### src/rtl/np_gate_pkg.sv
package np_gate_pkg;
   localparam int ACC_W = 8;
   typedef logic [ACC_W-1:0] acc_t;

   typedef struct packed {
      acc_t hdr;
      acc_t dat;
      acc_t tag;
   } use_t;

   function automatic acc_t sat_sub(input acc_t a, input acc_t b);
      return (a > b) ? acc_t'(a - b) : '0;
   endfunction

   function automatic use_t use_add(input use_t a, input use_t b);
      use_t r;
      r.hdr = a.hdr + b.hdr;
      r.dat = a.dat + b.dat;
      r.tag = a.tag + b.tag;
      return r;
   endfunction
endpackage

### src/rtl/np_dcred_calc.sv
module np_dcred_calc #(
   parameter int LEN_W  = 6,
   parameter int DW_PER = 4,
   parameter int DN_W   = 5
) (
   input  logic [LEN_W-1:0] len_i,
   output logic [DN_W-1:0]  need_o
);
   localparam int SHIFT = $clog2(DW_PER);
   localparam int SW    = LEN_W + SHIFT + 1;

   logic [SW-1:0] padded;
   assign padded = SW'(len_i) + SW'(DW_PER - 1);

   generate
      if ((DW_PER & (DW_PER - 1)) == 0) begin : g_pow2
         assign need_o = DN_W'(padded >> SHIFT);
      end else begin : g_div
         assign need_o = DN_W'(padded / SW'(DW_PER));
      end
   endgenerate
endmodule

### src/rtl/np_use_hist.sv
module np_use_hist
   import np_gate_pkg::*;
#(
   parameter int LAG = 2
) (
   input  logic clk,
   input  logic rst_n,
   input  use_t now_i,
   output use_t sum_o
);
   use_t stg [LAG];

   generate
      for (genvar k = 0; k < LAG; k++) begin : g_stage
         always_ff @(posedge clk or negedge rst_n) begin
            if (!rst_n)
               stg[k] <= '0;
            else if (k == 0)
               stg[k] <= now_i;
            else
               stg[k] <= stg[(k == 0) ? 0 : k-1];
         end
      end
   endgenerate

   always_comb begin
      sum_o = '0;
      for (int k = 0; k < LAG; k++)
         sum_o = use_add(sum_o, stg[k]);
   end
endmodule

### src/rtl/np_lane_fit.sv
module np_lane_fit
   import np_gate_pkg::*;
(
   input  use_t avail_i,
   input  use_t used_i,
   input  use_t need_i,
   output logic fit_o
);
   use_t left;

   assign left.hdr = sat_sub(avail_i.hdr, used_i.hdr);
   assign left.dat = sat_sub(avail_i.dat, used_i.dat);
   assign left.tag = sat_sub(avail_i.tag, used_i.tag);

   assign fit_o = (need_i.hdr <= left.hdr) &&
                  (need_i.dat <= left.dat) &&
                  (need_i.tag <= left.tag);
endmodule

### src/rtl/np_credit_gate.sv
module np_credit_gate
   import np_gate_pkg::*;
#(
   parameter int CNT_W  = 4,
   parameter int LANES  = 2,
   parameter int NEED_W = 2,
   parameter int LEN_W  = 6,
   parameter int DW_PER = 4,
   parameter int LAG    = 2
) (
   input  logic                          clk,
   input  logic                          rst_n,
   input  logic [CNT_W-1:0]              hdr_avail_i,
   input  logic [CNT_W-1:0]              dat_avail_i,
   input  logic [CNT_W-1:0]              tag_avail_i,
   input  logic [LANES-1:0]              req_valid_i,
   output logic [LANES-1:0]              req_ready_o,
   input  logic [LANES-1:0][NEED_W-1:0]  req_hdr_need_i,
   input  logic [LANES-1:0][NEED_W-1:0]  req_tag_need_i,
   input  logic [LANES-1:0][LEN_W-1:0]   req_len_i,
   output logic [LANES-1:0]              grant_o
);
   localparam int DN_W    = LEN_W - $clog2(DW_PER) + 1;
   localparam int MAX_USE = (LAG + 1) * LANES * (2 ** DN_W);

   generate
      if (MAX_USE >= 2 ** ACC_W) begin : g_bad_acc
         $error("np_credit_gate: accumulator too narrow for LAG/LANES/LEN_W");
      end
      if (CNT_W > ACC_W || NEED_W > ACC_W) begin : g_bad_w
         $error("np_credit_gate: count or need wider than accumulator");
      end
      if (LANES < 1 || LAG < 1 || DW_PER < 1) begin : g_bad_n
         $error("np_credit_gate: LANES, LAG and DW_PER must be positive");
      end
   endgenerate

   logic armed;
   logic zero_blk;
   use_t avail_w;
   use_t hist_sum;
   use_t need [LANES];
   use_t iss  [LANES+1];
   logic [LANES-1:0] fit;

   always_ff @(posedge clk or negedge rst_n) begin
      if (!rst_n) armed <= 1'b0;
      else        armed <= 1'b1;
   end

   assign zero_blk    = (hdr_avail_i == '0) || (dat_avail_i == '0);
   assign avail_w.hdr = ACC_W'(hdr_avail_i);
   assign avail_w.dat = ACC_W'(dat_avail_i);
   assign avail_w.tag = ACC_W'(tag_avail_i);
   assign iss[0]      = '0;

   generate
      for (genvar i = 0; i < LANES; i++) begin : g_lane
         logic [DN_W-1:0] dneed;

         np_dcred_calc #(.LEN_W(LEN_W), .DW_PER(DW_PER), .DN_W(DN_W)) u_dcred (
            .len_i  (req_len_i[i]),
            .need_o (dneed)
         );

         assign need[i].hdr = ACC_W'(req_hdr_need_i[i]);
         assign need[i].dat = ACC_W'(dneed);
         assign need[i].tag = ACC_W'(req_tag_need_i[i]);

         np_lane_fit u_fit (
            .avail_i (avail_w),
            .used_i  (use_add(hist_sum, iss[i])),
            .need_i  (need[i]),
            .fit_o   (fit[i])
         );

         if (i == 0) begin : g_head
            assign req_ready_o[i] = armed & ~zero_blk & fit[i];
         end else begin : g_tail
            assign req_ready_o[i] = armed & ~zero_blk & fit[i] & grant_o[i-1];
         end

         assign grant_o[i] = req_valid_i[i] & req_ready_o[i];
         assign iss[i+1]   = grant_o[i] ? use_add(iss[i], need[i]) : iss[i];
      end
   endgenerate

   np_use_hist #(.LAG(LAG)) u_hist (
      .clk   (clk),
      .rst_n (rst_n),
      .now_i (iss[LANES]),
      .sum_o (hist_sum)
   );
endmodule

### config.mk
export PLATFORM = sky130hd
export DESIGN_NAME = np_credit_gate
export DESIGN_NICKNAME = d
export VERILOG_FILES = /design/src/rtl/np_gate_pkg.sv /design/src/rtl/np_dcred_calc.sv /design/src/rtl/np_use_hist.sv /design/src/rtl/np_lane_fit.sv /design/src/rtl/np_credit_gate.sv
export SDC_FILE = /design/constraint.sdc
export NUM_CORES = 1
export LEC_CHECK = 0
export ABC_AREA = 0
export BUFFER_PORTS_ARGS = -buffer_cell sky130_fd_sc_hd__clkbuf_2
export CAP_MARGIN = 25
export CORE_UTILIZATION = 30
export DETAILED_ROUTE_END_ITERATION = 6
export SLEW_MARGIN = 20
export SYNTH_ARGS = -nofsm -noshare
export SYNTH_HDL_FRONTEND = slang
export SYNTH_SLANG_ARGS = --single-unit
### constraint.sdc
create_clock -name clk -period 7.45 [get_ports clk]
set_input_delay 0.745 -clock clk [delete_from_list [all_inputs] [get_ports clk]]
set_output_delay 0.745 -clock clk [all_outputs]
set_load 0.005 [all_outputs]
**Word level (Yosys, flattened, before mapping)**

Index checks and enable logic that the tools add are counted.
W data, S select, Z words.

- Add/subtract/negate cells: 17
- Muxes and demuxes: 8
- Reduce and logical (&&, ||, !) cells: 7
- Magnitude comparators: 12
- Bitwise gates (word level): 7

Operators with widths:

| kind | count |
|---|---|
| $gt A4 B8 Y1 | 6 |
| $mux W8 | 6 |
| $sub A4 B8 Y8 | 6 |
| $add A8 B8 Y8 | 4 |
| $le A2 B8 Y1 | 4 |
| $mux W19 | 1 |
| $mux W18 | 1 |
| $add A8 B2 Y8 | 2 |
| $le A5 B8 Y1 | 2 |
| $add A6 B2 Y7 const B | 2 |
| $add A8 B5 Y8 | 1 |
| $logic_not A4 Y1 | 2 |
| $and A1 B1 Y1 | 6 |
| $add A3 B3 Y4 | 1 |
| $logic_and A1 B1 Y1 | 4 |
| $add A2 B2 Y3 | 1 |
| $logic_or A1 B1 Y1 | 1 |
| $not A1 Y1 | 1 |

- Logic and storage cells: 58
- Input bits: 36
- Bits in registers: 39

**Longest topological paths before layout**

- Word-level depth: 19
- Mapped depth: 39
- Mapped depth without buffers: 37

**By module**

A second synthesis with hierarchy kept.

- Cells, all modules: 851
- Area, all modules: 7,020.5 µm²

By module, submodules not included:

| module | instances | area each (µm²) | seq. area each (µm²) | cells each |
|---|---|---|---|---|
| np_use_hist | 1 | 2,114.5 | 1,201.2 | 167 |
| np_lane_fit at g_lane[0].u_fit | 1 | 1,835.5 | 0.0 | 257 |
| np_lane_fit at g_lane[1].u_fit | 1 | 1,745.4 | 0.0 | 246 |
| np_credit_gate | 1 | 1,167.4 | 25.0 | 161 |
| np_dcred_calc | 2 | 78.8 | 0.0 | 10 |

**Worst setup path after synthesis**

No wires, ideal clock.

- Path type: register to output
- Start: reg u_hist.stg[8] (netlist name)
- End: out grant_o[1]
- Cell stages (with the launch flop): 36
- Path slack: -0.155 ns
- Data arrival time: 6.860 ns
- Data required time: 6.705 ns
- Path through: dfrtp_1 > ha_1 > fa_1 > xor2_1 > inv_1 > ha_1 > nor2b_1 > o21a_1 > o21ai_0 > nor3_1 > nand2b_1 > ha_1 > nor2b_1 > o21a_1 > o21ai_0 > a21oi_1 > a2111oi_2 > or2b_1 > inv_1 > ha_1 > inv_1 > fa_1 > inv_1 > fa_1 > nor2b_1 > o21a_1 > o211ai_1 > nor3_1 > nand2b_1 > ha_1 > nor2b_1 > o21a_1 > o21ai_0 > a21o_1 > o211a_1 > and3_2

- Word-level cells in the longest chain between the ends: 18

RTL lines:

| item | line | RTL |
|---|---|---|
| from (decl) | np_use_hist.sv:11 | `use_t stg [LAG];` |
| from (signal, indexed assignment) | np_use_hist.sv:19 | `stg[k] <= now_i;` |
| from (signal, indexed assignment) | np_use_hist.sv:21 | `stg[k] <= stg[(k == 0) ? 0 : k-1];` |
| $add A8 B8 Y8 (*) | np_gate_pkg.sv:18 | `r.dat = a.dat + b.dat;` |
| $sub A4 B8 Y8 or $gt A4 B8 Y1 (tied branches) | np_gate_pkg.sv:12 | `return (a > b) ? acc_t'(a - b) : '0;` |
| $mux W8 | np_gate_pkg.sv:12 |  |
| $le A5 B8 Y1 | np_lane_fit.sv:16 | `(need_i.dat <= left.dat) &&` |
| $logic_and A1 B1 Y1 | np_lane_fit.sv:15 | `assign fit_o = (need_i.hdr <= left.hdr) &&` |
| $logic_and A1 B1 Y1 | np_lane_fit.sv:16 |  |
| $and A1 B1 Y1 | np_credit_gate.sv:78 | `assign req_ready_o[i] = armed & ~zero_blk & fit[i];` |
| $and A1 B1 Y1 | np_credit_gate.sv:83 | `assign grant_o[i] = req_valid_i[i] & req_ready_o[i];` |
| [2 not listed] | - |  |
| $sub A4 B8 Y8 or $gt A4 B8 Y1 (tied branches) | np_gate_pkg.sv:12 |  |
| $mux W8 | np_gate_pkg.sv:12 |  |
| $le A2 B8 Y1 or $le A5 B8 Y1 (tied branches) | np_lane_fit.sv:15, np_lane_fit.sv:16 |  |
| $logic_and A1 B1 Y1 | np_lane_fit.sv:15 |  |
| $logic_and A1 B1 Y1 | np_lane_fit.sv:16 |  |
| $and A1 B1 Y1 | np_credit_gate.sv:80 | `assign req_ready_o[i] = armed & ~zero_blk & fit[i] & grant_o[i-1];` |
| $and A1 B1 Y1 (*) | np_credit_gate.sv:80 |  |
| $and A1 B1 Y1 (*) | np_credit_gate.sv:83 |  |
| to (decl) | np_credit_gate.sv:21 | `output logic [LANES-1:0] grant_o` |

Mark *: on every way between the ends. The rest lies on a longest branch, timed or not.

**Worst setup path after layout**

- Start: reg u_hist.stg[9] (netlist name)
- End: out grant_o[1]

The elaborated chain is that of the path after synthesis.

==> reports/qor.csv <==
metric,value,unit
required,6.70,ns
cts-hold-fix-buffers,0,
end_kind,output pin,
seqPwrFrac,0.129,
crit_type,reg2out,
grt_pass1_vias,3446,
pre_cts_slack,-0.271,ns
ioPinCount,40,
finalHoldViolCount,0,
async_flop_share,1.00,
min_path_type,reg2reg,
hpwl,7550,um
grt_pass1_wl,15200,um
numCtsBuffers,3,
critPathMaxFanout,3,
max-slew-margin-rel,0.564,
dr.pass1.iters,6,
yosys-top-cells-area,"ha_1, dfrtp_1, fa_1",
holdWs,0.382,ns
syn_area_per_cell,8.87,um2
wl,8960,um
p_int,0.738,mW
nets,646,
track_usage,0.148,
layout_setup_ws,-0.145,ns
synth_cells,408,
n_antenna_cell,0,
tightest_slew,0.647,ns
cts_max_path_buffers,2,
die_w,112,um
slowest_stage,fa_2,
combPwrFrac,0.777,
cts-root-buf,clkbuf_16,
synth-main-ff-cell,dfrtp_1,
die_area,0.0125,mm2
ys_seq_elements,25,
final_layout_size_suffix_gt1_frac,0.325,
ir_worst_vdd,0.188,mV
wire_per_inst,13.5,um
coreArea,0.0116,mm2
regArea,626,um2
h-tree-depth,1,
status,finished with violations,
period_minus_slack,7.59,ns
ys_seq_area_frac,0.173,
antenna_left,0,
netlist.area_leader.share,0.249,
yosys_warnings,0,
finalCritPeriodShare,1.02,
synthesis.area,0.00362,mm2
grt_max_degree,26,
chipHeight,112,um
multi_input_area,0.00298,mm2
grt_setup_unrepaired,true,
p_switching,0.536,mW
port_buffers,39,
start_util,0.313,
swShare,0.421,
place_congestion,0.881,
p_clk_frac,0.094,
critPathLaunchType,register,
cap_viol_max_count,0,
violations,"DRC, setup timing",
gr-total-overflow,0,
cts_tree,built,
drc,3,
setup_viol_count_final,1,
fillerInstances,1126,
clkTransAtPathRegs,0.06,ns
max_stage_delay,0.54,ns
antenna_found_initial,0,
vias_per_cell,4.94,
clock_skew,0.00286,ns
synthTopCellsByCount,"ha_1, inv_1, dfrtp_1, a21oi_1",
p_leak,2.38,nW
syn_to_final_growth,32.5,%
synth.most_common_cell,ha_1,
insertion_delay,0.26,ns
fmax,132,MHz
pwr_density_cell,266,mW/mm2
clock-sinks,25,
routed-via-count,3273,
slew_violations,0,
synth_edf_count,0,
synth.distinct_cells,55,
arrival,6.85,ns
yosysTopAreaCell,ha_1,
drt_iter0_drc,109,
num_rows,39,
repair_timing:
action	in CTS	in global routing
buffers inserted	10	7
gates resized for setup	36	15
gates cloned	0	0
endpoints found under the setup margin	11	11
pin swaps	19	8
critical path, delay by kind of cell (launching register included):
family | cells | cell delay (ns)
and+or+nand+nor | 11 | 1.56
xor gates and xnor gates | 1 | 0.18
AOI/OAI and AO/OA | 13 | 1.88
adders and majority gates | 7 | 2.21
DFF | 1 | 0.39
buffers and inverters | 5 | 0.38
cells in the final DEF (no fill, tap or decap), types with 3 or more instances in the layout:
| master | netlist | final |
|---|---|---|
| a21oi_2 | 0 | 6 |
| o21ai_1 | 3 | 8 |
| ha_1 | 72 | 63 |
| ha_2 | 0 | 4 |
| xor2_1 | 8 | 6 |
| inv_2 | 0 | 6 |
| o21ai_0 | 21 | 14 |
| a21oi_1 | 23 | 17 |
| fa_1 | 17 | 7 |
| o22ai_1 | 3 | 3 |
| nand2b_1 | 11 | 11 |
| clkbuf_2 | 0 | 37 |
| buf_4 | 0 | 70 |
| clkbuf_16 | 0 | 3 |
| mux2i_1 | 5 | 5 |
| ha_4 | 0 | 5 |
| nand2_1 | 22 | 21 |
| inv_1 | 52 | 46 |
| nor3_1 | 5 | 3 |
| a21o_1 | 4 | 4 |
| o21a_1 | 11 | 11 |
| dfrtp_1 | 25 | 25 |
| nand4_1 | 10 | 10 |
| fa_2 | 0 | 10 |
| nor2b_1 | 22 | 21 |
| conb_1 | 1 | 3 |
| xnor2_1 | 16 | 15 |
| nor2_1 | 21 | 20 |
| nand3b_1 | 4 | 4 |
| nand3_1 | 7 | 7 |
final timing paths:
| path | start | to | slack [ns] | cells past startpoint |
|---|---|---|---|---|
| setup / recovery | u_hist.stg[9]$_DFF_PN0_ | grant_o[1] | -0.14 | 37 |
| hold / removal | u_hist.stg[40]$_DFF_PN0_ | u_hist.stg[16]$_DFF_PN0_ | 0.38 | 0 |
| setup reg to reg | u_hist.stg[9]$_DFF_PN0_ | u_hist.stg[34]$_DFF_PN0_ | 0.39 | 38 |
| hold reg to reg | u_hist.stg[40]$_DFF_PN0_ | u_hist.stg[16]$_DFF_PN0_ | 0.38 | 0 |
| max in group asynchronous | rst_n | u_hist.stg[42]$_DFF_PN0_ | 6.53 | 1 |
| min in group asynchronous | rst_n | u_hist.stg[13]$_DFF_PN0_ | 0.51 | 1 |
state kept, by name, indices dropped and copies added, names as in the netlist:
register and count:
armed 1, u_hist.stg 24
through the flow:
step	utilization	power (mW)	TNS [ns]	instance area (um2)	instances
2_1_floorplan	-	0.726	0	3660	410
3_3_place_gp	0.381	0.994	-0.197	4410	643
3_5_place_dp	0.381	1.02	-0.861	4410	643
4_1_cts	0.408	1.24	-0.215	4720	657
5_1_grt	0.414	1.40	-0.985	4790	663
6_report	0.414	1.27	-0.145	4790	663
power by group through the flow:
stage	sequential (mW)	combinational (mW)	clock, mW
floorplan	0.165	0.562	0
global placement	0.167	0.827	0
detailed placement	0.167	0.854	0
CTS	0.165	0.956	0.123
global route	0.167	1.11	0.128
finish	0.164	0.989	0.120
kinds of logic (layout without fill, tap and decap cells):
logic type,count (synthesis),after routing,synth area share
AO/OA/AOI/OAI,88,88,0.159
adder cells (fa/ha/maj),89,89,0.343
multiplexers,6,6,0.0176
XOR/XNOR,24,24,0.0581
flip-flops,25,25,0.173
AND/OR/NAND/NOR,120,120,0.184
buffers and inverters,55,165,0.0640
other,1,3,0.00104
layer usage:
layer	wire length [um]	GRT usage	up-vias
li1	-	-	1658
met1	4150	0.188	1549
met2	4430	0.271	54
met3	266	0.00980	12
met4	116	0.0405	0
met5	0	0	-
area by class of cell:
class,instances,share of cell area
multi-input combinational,330,0.622
timing repair buffer,109,0.152
sequential,25,0.131
inverter,52,0.0407
tap,143,0.0373
clock buffer,3,0.0157
clock inverter,1,0.00157
Note: power is estimated with default switching activity, not from simulation.
